--- src/rtl/sc_gpio_pkg.sv ---
package sc_gpio_pkg;

  localparam int unsigned REG_W    = 32;
  localparam int unsigned HALF_W   = REG_W / 2;
  localparam int unsigned MAX_PINS = HALF_W / 2;

  typedef struct packed {
    logic lvl_set;
    logic lvl_clr;
    logic drv_on;
    logic drv_off;
  } pin_cmd_t;

  function automatic int unsigned lvl_clr_pos(int unsigned n);
    return 2 * n;
  endfunction

  function automatic int unsigned lvl_set_pos(int unsigned n);
    return 2 * n + 1;
  endfunction

  function automatic int unsigned drv_on_pos(int unsigned n);
    return HALF_W + 2 * n;
  endfunction

  function automatic int unsigned drv_off_pos(int unsigned n);
    return HALF_W + 2 * n + 1;
  endfunction

  function automatic pin_cmd_t pick_cmd(logic [REG_W-1:0] w, int unsigned n);
    pin_cmd_t c;
    c.lvl_set = w[lvl_set_pos(n)];
    c.lvl_clr = w[lvl_clr_pos(n)];
    c.drv_on  = w[drv_on_pos(n)];
    c.drv_off = w[drv_off_pos(n)];
    return c;
  endfunction

  // Clear beats set when both are present.
  function automatic logic next_level(logic cur, logic s, logic c);
    return c ? 1'b0 : (s ? 1'b1 : cur);
  endfunction

endpackage

--- src/rtl/sc_gpio_wdec.sv ---
module sc_gpio_wdec
  import sc_gpio_pkg::*;
#(
  parameter int unsigned NUM_PINS = 8
) (
  input  logic                     wr_en_i,
  input  logic [REG_W-1:0]         wr_data_i,
  output pin_cmd_t [NUM_PINS-1:0]  cmd_o
);

  for (genvar g = 0; g < NUM_PINS; g++) begin : g_pin
    assign cmd_o[g] = wr_en_i ? pick_cmd(wr_data_i, g) : '0;
  end

endmodule

--- src/rtl/sc_gpio_pin_cell.sv ---
module sc_gpio_pin_cell
  import sc_gpio_pkg::*;
(
  input  logic     clk_i,
  input  logic     rst_ni,
  input  pin_cmd_t cmd_i,
  output logic     lvl_q_o,
  output logic     drv_q_o
);

  logic lvl_q, drv_q;
  logic lvl_d, drv_d;

  assign lvl_d = next_level(lvl_q, cmd_i.lvl_set, cmd_i.lvl_clr);
  assign drv_d = next_level(drv_q, cmd_i.drv_on, cmd_i.drv_off);

  always_ff @(posedge clk_i or negedge rst_ni) begin
    if (!rst_ni) begin
      lvl_q <= 1'b0;
      drv_q <= 1'b0;
    end else begin
      lvl_q <= lvl_d;
      drv_q <= drv_d;
    end
  end

  assign lvl_q_o = lvl_q;
  assign drv_q_o = drv_q;

  p_set_r2: assert property (@(posedge clk_i) disable iff (!rst_ni)
    (cmd_i.lvl_set && !cmd_i.lvl_clr) |=> lvl_q_o);
  p_clr_r3: assert property (@(posedge clk_i) disable iff (!rst_ni)
    cmd_i.lvl_clr |=> !lvl_q_o);
  p_drv_on_r4: assert property (@(posedge clk_i) disable iff (!rst_ni)
    (cmd_i.drv_on && !cmd_i.drv_off) |=> drv_q_o);
  p_drv_off_r6: assert property (@(posedge clk_i) disable iff (!rst_ni)
    cmd_i.drv_off |=> !drv_q_o);
  p_lvl_hold_r5: assert property (@(posedge clk_i) disable iff (!rst_ni)
    (!cmd_i.lvl_set && !cmd_i.lvl_clr) |=> $stable(lvl_q_o));
  p_drv_hold_r5: assert property (@(posedge clk_i) disable iff (!rst_ni)
    (!cmd_i.drv_on && !cmd_i.drv_off) |=> $stable(drv_q_o));

endmodule

--- src/rtl/sc_gpio_sync.sv ---
module sc_gpio_sync #(
  parameter int unsigned WIDTH  = 8,
  parameter int unsigned STAGES = 2
) (
  input  logic             clk_i,
  input  logic             rst_ni,
  input  logic [WIDTH-1:0] async_i,
  output logic [WIDTH-1:0] sync_o
);

  logic [WIDTH-1:0] stage_q [STAGES];

  always_ff @(posedge clk_i or negedge rst_ni) begin
    if (!rst_ni) begin
      for (int s = 0; s < STAGES; s++) stage_q[s] <= '0;
    end else begin
      stage_q[0] <= async_i;
      for (int s = 1; s < STAGES; s++) stage_q[s] <= stage_q[s-1];
    end
  end

  assign sync_o = stage_q[STAGES-1];

  if (STAGES == 2) begin : g_chk
    logic [1:0] age_q;
    always_ff @(posedge clk_i or negedge rst_ni) begin
      if (!rst_ni)         age_q <= '0;
      else if (age_q != 2) age_q <= age_q + 2'd1;
    end
    p_two_edge_latency_r12: assert property (@(posedge clk_i) disable iff (!rst_ni)
      (age_q == 2'd2) |-> (sync_o == $past(async_i, 2)));
  end

endmodule

--- src/rtl/sc_gpio_rdmux.sv ---
module sc_gpio_rdmux
  import sc_gpio_pkg::*;
#(
  parameter int unsigned NUM_PINS = 8
) (
  input  logic [NUM_PINS-1:0] lvl_i,
  input  logic [NUM_PINS-1:0] drv_i,
  input  logic [NUM_PINS-1:0] smp_i,
  output logic [REG_W-1:0]    rd_o
);

  always_comb begin
    rd_o = '0;
    for (int unsigned n = 0; n < NUM_PINS; n++) begin
      rd_o[lvl_clr_pos(n)] = lvl_i[n];
      rd_o[lvl_set_pos(n)] = smp_i[n] & ~drv_i[n];
      rd_o[drv_on_pos(n)]  = drv_i[n];
    end
  end

endmodule

--- src/rtl/sc_gpio_reg.sv ---
module sc_gpio_reg
  import sc_gpio_pkg::*;
#(
  parameter int unsigned NUM_PINS    = 8,
  parameter int unsigned SYNC_STAGES = 2
) (
  input  logic                clk_i,
  input  logic                rst_ni,
  input  logic                wr_en_i,
  input  logic [31:0]         wr_data_i,
  output logic [31:0]         rd_data_o,
  input  logic [NUM_PINS-1:0] pin_in_i,
  output logic [NUM_PINS-1:0] pin_out_o,
  output logic [NUM_PINS-1:0] pin_oe_o
);

  localparam logic [REG_W-1:0] OFF_MASK = {MAX_PINS{2'b10, {HALF_W/MAX_PINS{1'b0}}}} >> 0;

  pin_cmd_t [NUM_PINS-1:0] cmd;
  logic [NUM_PINS-1:0]     smp;

  sc_gpio_wdec #(.NUM_PINS(NUM_PINS)) u_wdec (
    .wr_en_i   (wr_en_i),
    .wr_data_i (wr_data_i),
    .cmd_o     (cmd)
  );

  for (genvar g = 0; g < NUM_PINS; g++) begin : g_cell
    sc_gpio_pin_cell u_cell (
      .clk_i   (clk_i),
      .rst_ni  (rst_ni),
      .cmd_i   (cmd[g]),
      .lvl_q_o (pin_out_o[g]),
      .drv_q_o (pin_oe_o[g])
    );
  end

  sc_gpio_sync #(.WIDTH(NUM_PINS), .STAGES(SYNC_STAGES)) u_sync (
    .clk_i   (clk_i),
    .rst_ni  (rst_ni),
    .async_i (pin_in_i),
    .sync_o  (smp)
  );

  sc_gpio_rdmux #(.NUM_PINS(NUM_PINS)) u_rdmux (
    .lvl_i (pin_out_o),
    .drv_i (pin_oe_o),
    .smp_i (smp),
    .rd_o  (rd_data_o)
  );

  // Odd bits of the upper half: the disable positions.
  logic [REG_W-1:0] off_pos_mask;
  always_comb begin
    off_pos_mask = '0;
    for (int unsigned n = 0; n < MAX_PINS; n++) off_pos_mask[drv_off_pos(n)] = 1'b1;
  end

  p_off_reads_zero_r7: assert property (@(posedge clk_i) disable iff (!rst_ni)
    (rd_data_o & off_pos_mask) == '0);
  p_wr_idle_hold_r11: assert property (@(posedge clk_i) disable iff (!rst_ni)
    !wr_en_i |=> ($stable(pin_out_o) && $stable(pin_oe_o)));
  p_reset_state_r1: assert property (@(posedge clk_i)
    !rst_ni |=> (pin_oe_o == '0));

  for (genvar g = 0; g < NUM_PINS; g++) begin : g_chk
    p_out_pin_in_bit_zero_r8: assert property (@(posedge clk_i) disable iff (!rst_ni)
      pin_oe_o[g] |-> !rd_data_o[2*g+1]);
    p_dir_readback_r7: assert property (@(posedge clk_i) disable iff (!rst_ni)
      rd_data_o[HALF_W+2*g] == pin_oe_o[g]);
  end

  if (NUM_PINS < MAX_PINS) begin : g_unused_chk
    p_unused_slots_zero_r9: assert property (@(posedge clk_i) disable iff (!rst_ni)
      (rd_data_o[HALF_W-1:2*NUM_PINS] == '0) &&
      (rd_data_o[REG_W-1:HALF_W+2*NUM_PINS] == '0));
  end

  logic unused_mask;
  assign unused_mask = ^OFF_MASK;

endmodule

--- config.mk ---
export PLATFORM = sky130hd
export DESIGN_NAME = sc_gpio_reg
export DESIGN_NICKNAME = d
export VERILOG_FILES = /design/src/rtl/sc_gpio_pkg.sv /design/src/rtl/sc_gpio_wdec.sv /design/src/rtl/sc_gpio_pin_cell.sv /design/src/rtl/sc_gpio_sync.sv /design/src/rtl/sc_gpio_rdmux.sv /design/src/rtl/sc_gpio_reg.sv
export SDC_FILE = /design/constraint.sdc
export NUM_CORES = 1
export LEC_CHECK = 0
export ABC_CLOCK_PERIOD_IN_PS = 910
export BUFFER_PORTS_ARGS = -buffer_cell sky130_fd_sc_hd__buf_2
export CAP_MARGIN = 20
export CORE_MARGIN = 2
export CORE_UTILIZATION = 41
export DETAILED_ROUTE_END_ITERATION = 7
export PLACE_DENSITY = 0.91
export SYNTH_ARGS = -nofsm -noshare
export SYNTH_HDL_FRONTEND = slang
export SYNTH_SLANG_ARGS = --single-unit
--- constraint.sdc ---
create_clock -name clk_i -period 0.91 [get_ports clk_i]
set_clock_uncertainty 0.1 [all_clocks]
set_input_delay 0 -clock clk_i [delete_from_list [all_inputs] [get_ports clk_i]]
set_output_delay 0 -clock clk_i [all_outputs]
set_load 0.01 [all_outputs]
==> summary.md <==
| Metric | Value |
|---|---|
| Status | finished, violations left |
| Failing checks | hold timing, setup timing |
| Initial antenna violation count | 0 |
| Highest clock rate | 888 MHz |
| CP bufs+invs | 1 |
| Clock latency on the worst-skew pair | 0.32 ns |
| Count of buffers inserted at the top-level ports | 82 |
| H-Tree Depth | 2 |
| Initial DRC Count | 21 |
| CP top delay family | flip-flops |
| RePlAce Congestion | 0.639 |
| Setup crit end kind | output pin |
| Post-route setup TNS | -4.45 ns |
| Hold Vio Cnt, Final | 7 |
| Full die area | 0.00375 mm2 |
| Vias in the first global route | 1,224 |
| Area added between synthesis and finish | 64.9% |
| Worst R2R End | g_cell[7].u_cell.drv_q_o |
| CP Depth | 2 |
| Ant. Diodes | 0 |
| Peak VDD IR | 1.20 mV |
| Register-to-Register Path Depth | 3 |
| Cell with the most instances after synthesis | buf_4 |
| First-pass iteration count of the detailed router | 4 |
| Initial Util | 43.6% |
| Crit share post-route | 124% |
| CTS sink cnt | 32 |
| Nets | 261 |
| Antenna-violating nets left | 0 |
| Mapped Area | 0.00134 mm2 |
| CTS tree | built |
| FF+latch count, synth | 32 |
| Worst EP required | 0.81 ns |
| Pin count of the biggest net entering global routing | 33 |
| Post-synth top flop | dfrtp_1 |
| DIE HEIGHT | 61.2 um |
| Total GRT Usage | 20.1% |
| Worst Path Max Fanout | 2 |
| WHS | -0.0167 ns |
| R2r setup slk | -0.04 ns |
| Hold buffers post-CTS | 41 |
| Worst Hold End | g_cell[6].u_cell.lvl_q_o |
| Row cnt | 20 |
| Mean Syn Cell Area | 11.6 um2 |
| Fin. max-slew vios | 0 |
| Hpwl dp | 1800 um |
| Slowest Stage Delay on Critical Path | 0.40 ns |
| Ys async rst share | 100% |
| Hold Path Class | primary input to register |
| Power density relative to cell area | 1670 mW/mm2 |
| Wire length per cell | 14.1 um |
| Final wirelength | 3700 um |
| Core footprint | 0.00308 mm2 |
| CP arrival | 1.03 ns |
| Setup-failing EPs final | 43 |
| Synth Warn # | 0 |
| Share of the synthesized area in the top cell type | 59.6% |
| Distinct cells, synth | 7 |
| Clock Pin Slew Worst Setup and Hold Paths | 0.10 ns |
| Leak | 0.00111 uW |
| Top cells by count, synth | 40 x buf_4, 32 x a21oi_1, 32 x dfrtp_1, 8 x nor2b_1, 2 x buf_6 |
| Area leader, netlist | dfrtp_1 |
| Global-route wire length before repair | 5250 um |
| Layout cells sized above 1 | 48.4% |
| DR vias | 1,153 |
| Die Wd | 61.2 um |
| RSZ-0062 raised after global routing | true |
| FF-to-FF Start | g_cell[7].u_cell.drv_q_o |
| Fin util | 71.9% |
| Top post-synthesis cells by area | dfrtp_1 60%, buf_4 22%, a21oi_1 12% |
| Root Buffer | clkbuf_4 |
| # fillers | 221 |
| Syn Inst Count | 116 |
| Setup ws final | -0.216 ns |
| TritonCTS Buffers | 5 |
| DRC Markers | 0 |
| Via-per-instance ratio | 4.38 |
| Post-layout minimum cycle time | 1.13 ns |
| Grt ovf | 0 |
| Post-synthesis sequential area ratio | 59.6% |
| Hold_sp | wr_en_i |
| Critical-path top delay cell | dfrtp_1 |
| Number of synthesized flops with an enable pin | 0 |
| Clock Tree Buf Depth | 2 |
| CP Class | register to output pin |
| Top-Level Pins | 91 |
| CP Launch Type | register |
| Max Cap Violations | 0 |
| Cells on Worst Hold Path | 3 |
| Critical path cell sequence | nor2b_1, buf_2 |
worst register-to-register path, stage by stage (launching register included):
cell	delay (ns)
dfrtp_1	0.43
buf_4	0.16
a21oi_4	0.10
a21oi_1	0.05
state kept, by name, summed over array words and instances (netlist names):
register and count:
u_sync.stage_q 8, g_cell.u_cell.drv_q_o 8, u_sync.sync_o 8, g_cell.u_cell.lvl_q_o 8
through the flow:
stage,cells,hold WS (ns),setup WS [ns],instance area [um2],power [uW]
6_report,263,-0.0167,-0.216,2210,3710
5_1_grt,263,-0.0283,-0.278,2210,3920
3_5_place_dp,208,-0.133,0.0908,1550,2210
2_1_floorplan,123,-0.396,0.156,1370,2120
3_3_place_gp,208,-0.141,0.111,1550,2200
4_1_cts,262,-0.0547,-0.219,2120,3630
layout by cell type (no fill, tap or decap):
master | Yosys | layout
buf_2 | 1 | 73
dlygate4sd3_1 | 0 | 41
a21oi_1 | 32 | 24
clkbuf_4 | 0 | 5
a21oi_2 | 0 | 6
buf_6 | 2 | 13
clkbuf_8 | 0 | 2
buf_4 | 40 | 2
conb_1 | 1 | 8
buf_12 | 0 | 2
bufinv_16 | 0 | 1
nor2b_1 | 8 | 8
dfrtp_1 | 32 | 32
a21oi_4 | 0 | 2
layout make-up:
class                   instances  area, um2  share of cell area, %
repair buffers                131        977                   44.1
well taps                      44       55.1                   2.49
flip-flops and latches         32        801                   36.2
clock buffers                   7       65.1                   2.94
multi-input cells              48        285                   12.9
clock inverters                 1       30.0                   1.36
timing repair:
| action | 4_1_cts | 5_1_grt |
|---|---|---|
| endpoints found under the hold margin | 56 | 15 |
| pin swaps | 0 | 0 |
| buffers inserted | 5 | 1 |
| setup endpoints to repair | 40 | 46 |
| gates resized for setup | 6 | 17 |
metal layers:
metal	up-vias	share of wire [%]	global-route usage (%)
li1	535	-	-
met1	545	32	19.6
met2	63	58	37.7
met3	10	7.3	7.35
met4	0	2.2	8.39
met5	-	0	0
power by group:
group          internal [uW]  leakage [uW]  switching [uW]
Clock                    729     0.0000515             472
Combinational            493      0.000677             398
Sequential              1540      0.000379            77.0
Total                   2760       0.00111             947
how the worst max path moves through the flow:
stage,start,end
floorplan,g_cell[0].u_cell.drv_q_o,g_cell[0].u_cell.drv_q_o
global placement,g_cell[6].u_cell.drv_q_o,g_cell[6].u_cell.drv_q_o
detailed placement,g_cell[6].u_cell.drv_q_o,g_cell[6].u_cell.drv_q_o
CTS,g_cell[3].u_cell.drv_q_o,rd_data_o[7]
global route,g_cell[1].u_cell.drv_q_o,rd_data_o[3]
finish,g_cell[6].u_cell.drv_q_o,rd_data_o[13]
logic make-up after synthesis:
logic type | after synthesis | synth area share [%]
flops | 32 | 59.6
other cells | 1 | 0.279
buf+inv | 43 | 24.4
simple gates | 8 | 3.73
compound gates | 32 | 11.9
No activity file was read; power rests on OpenSTA's default activity.
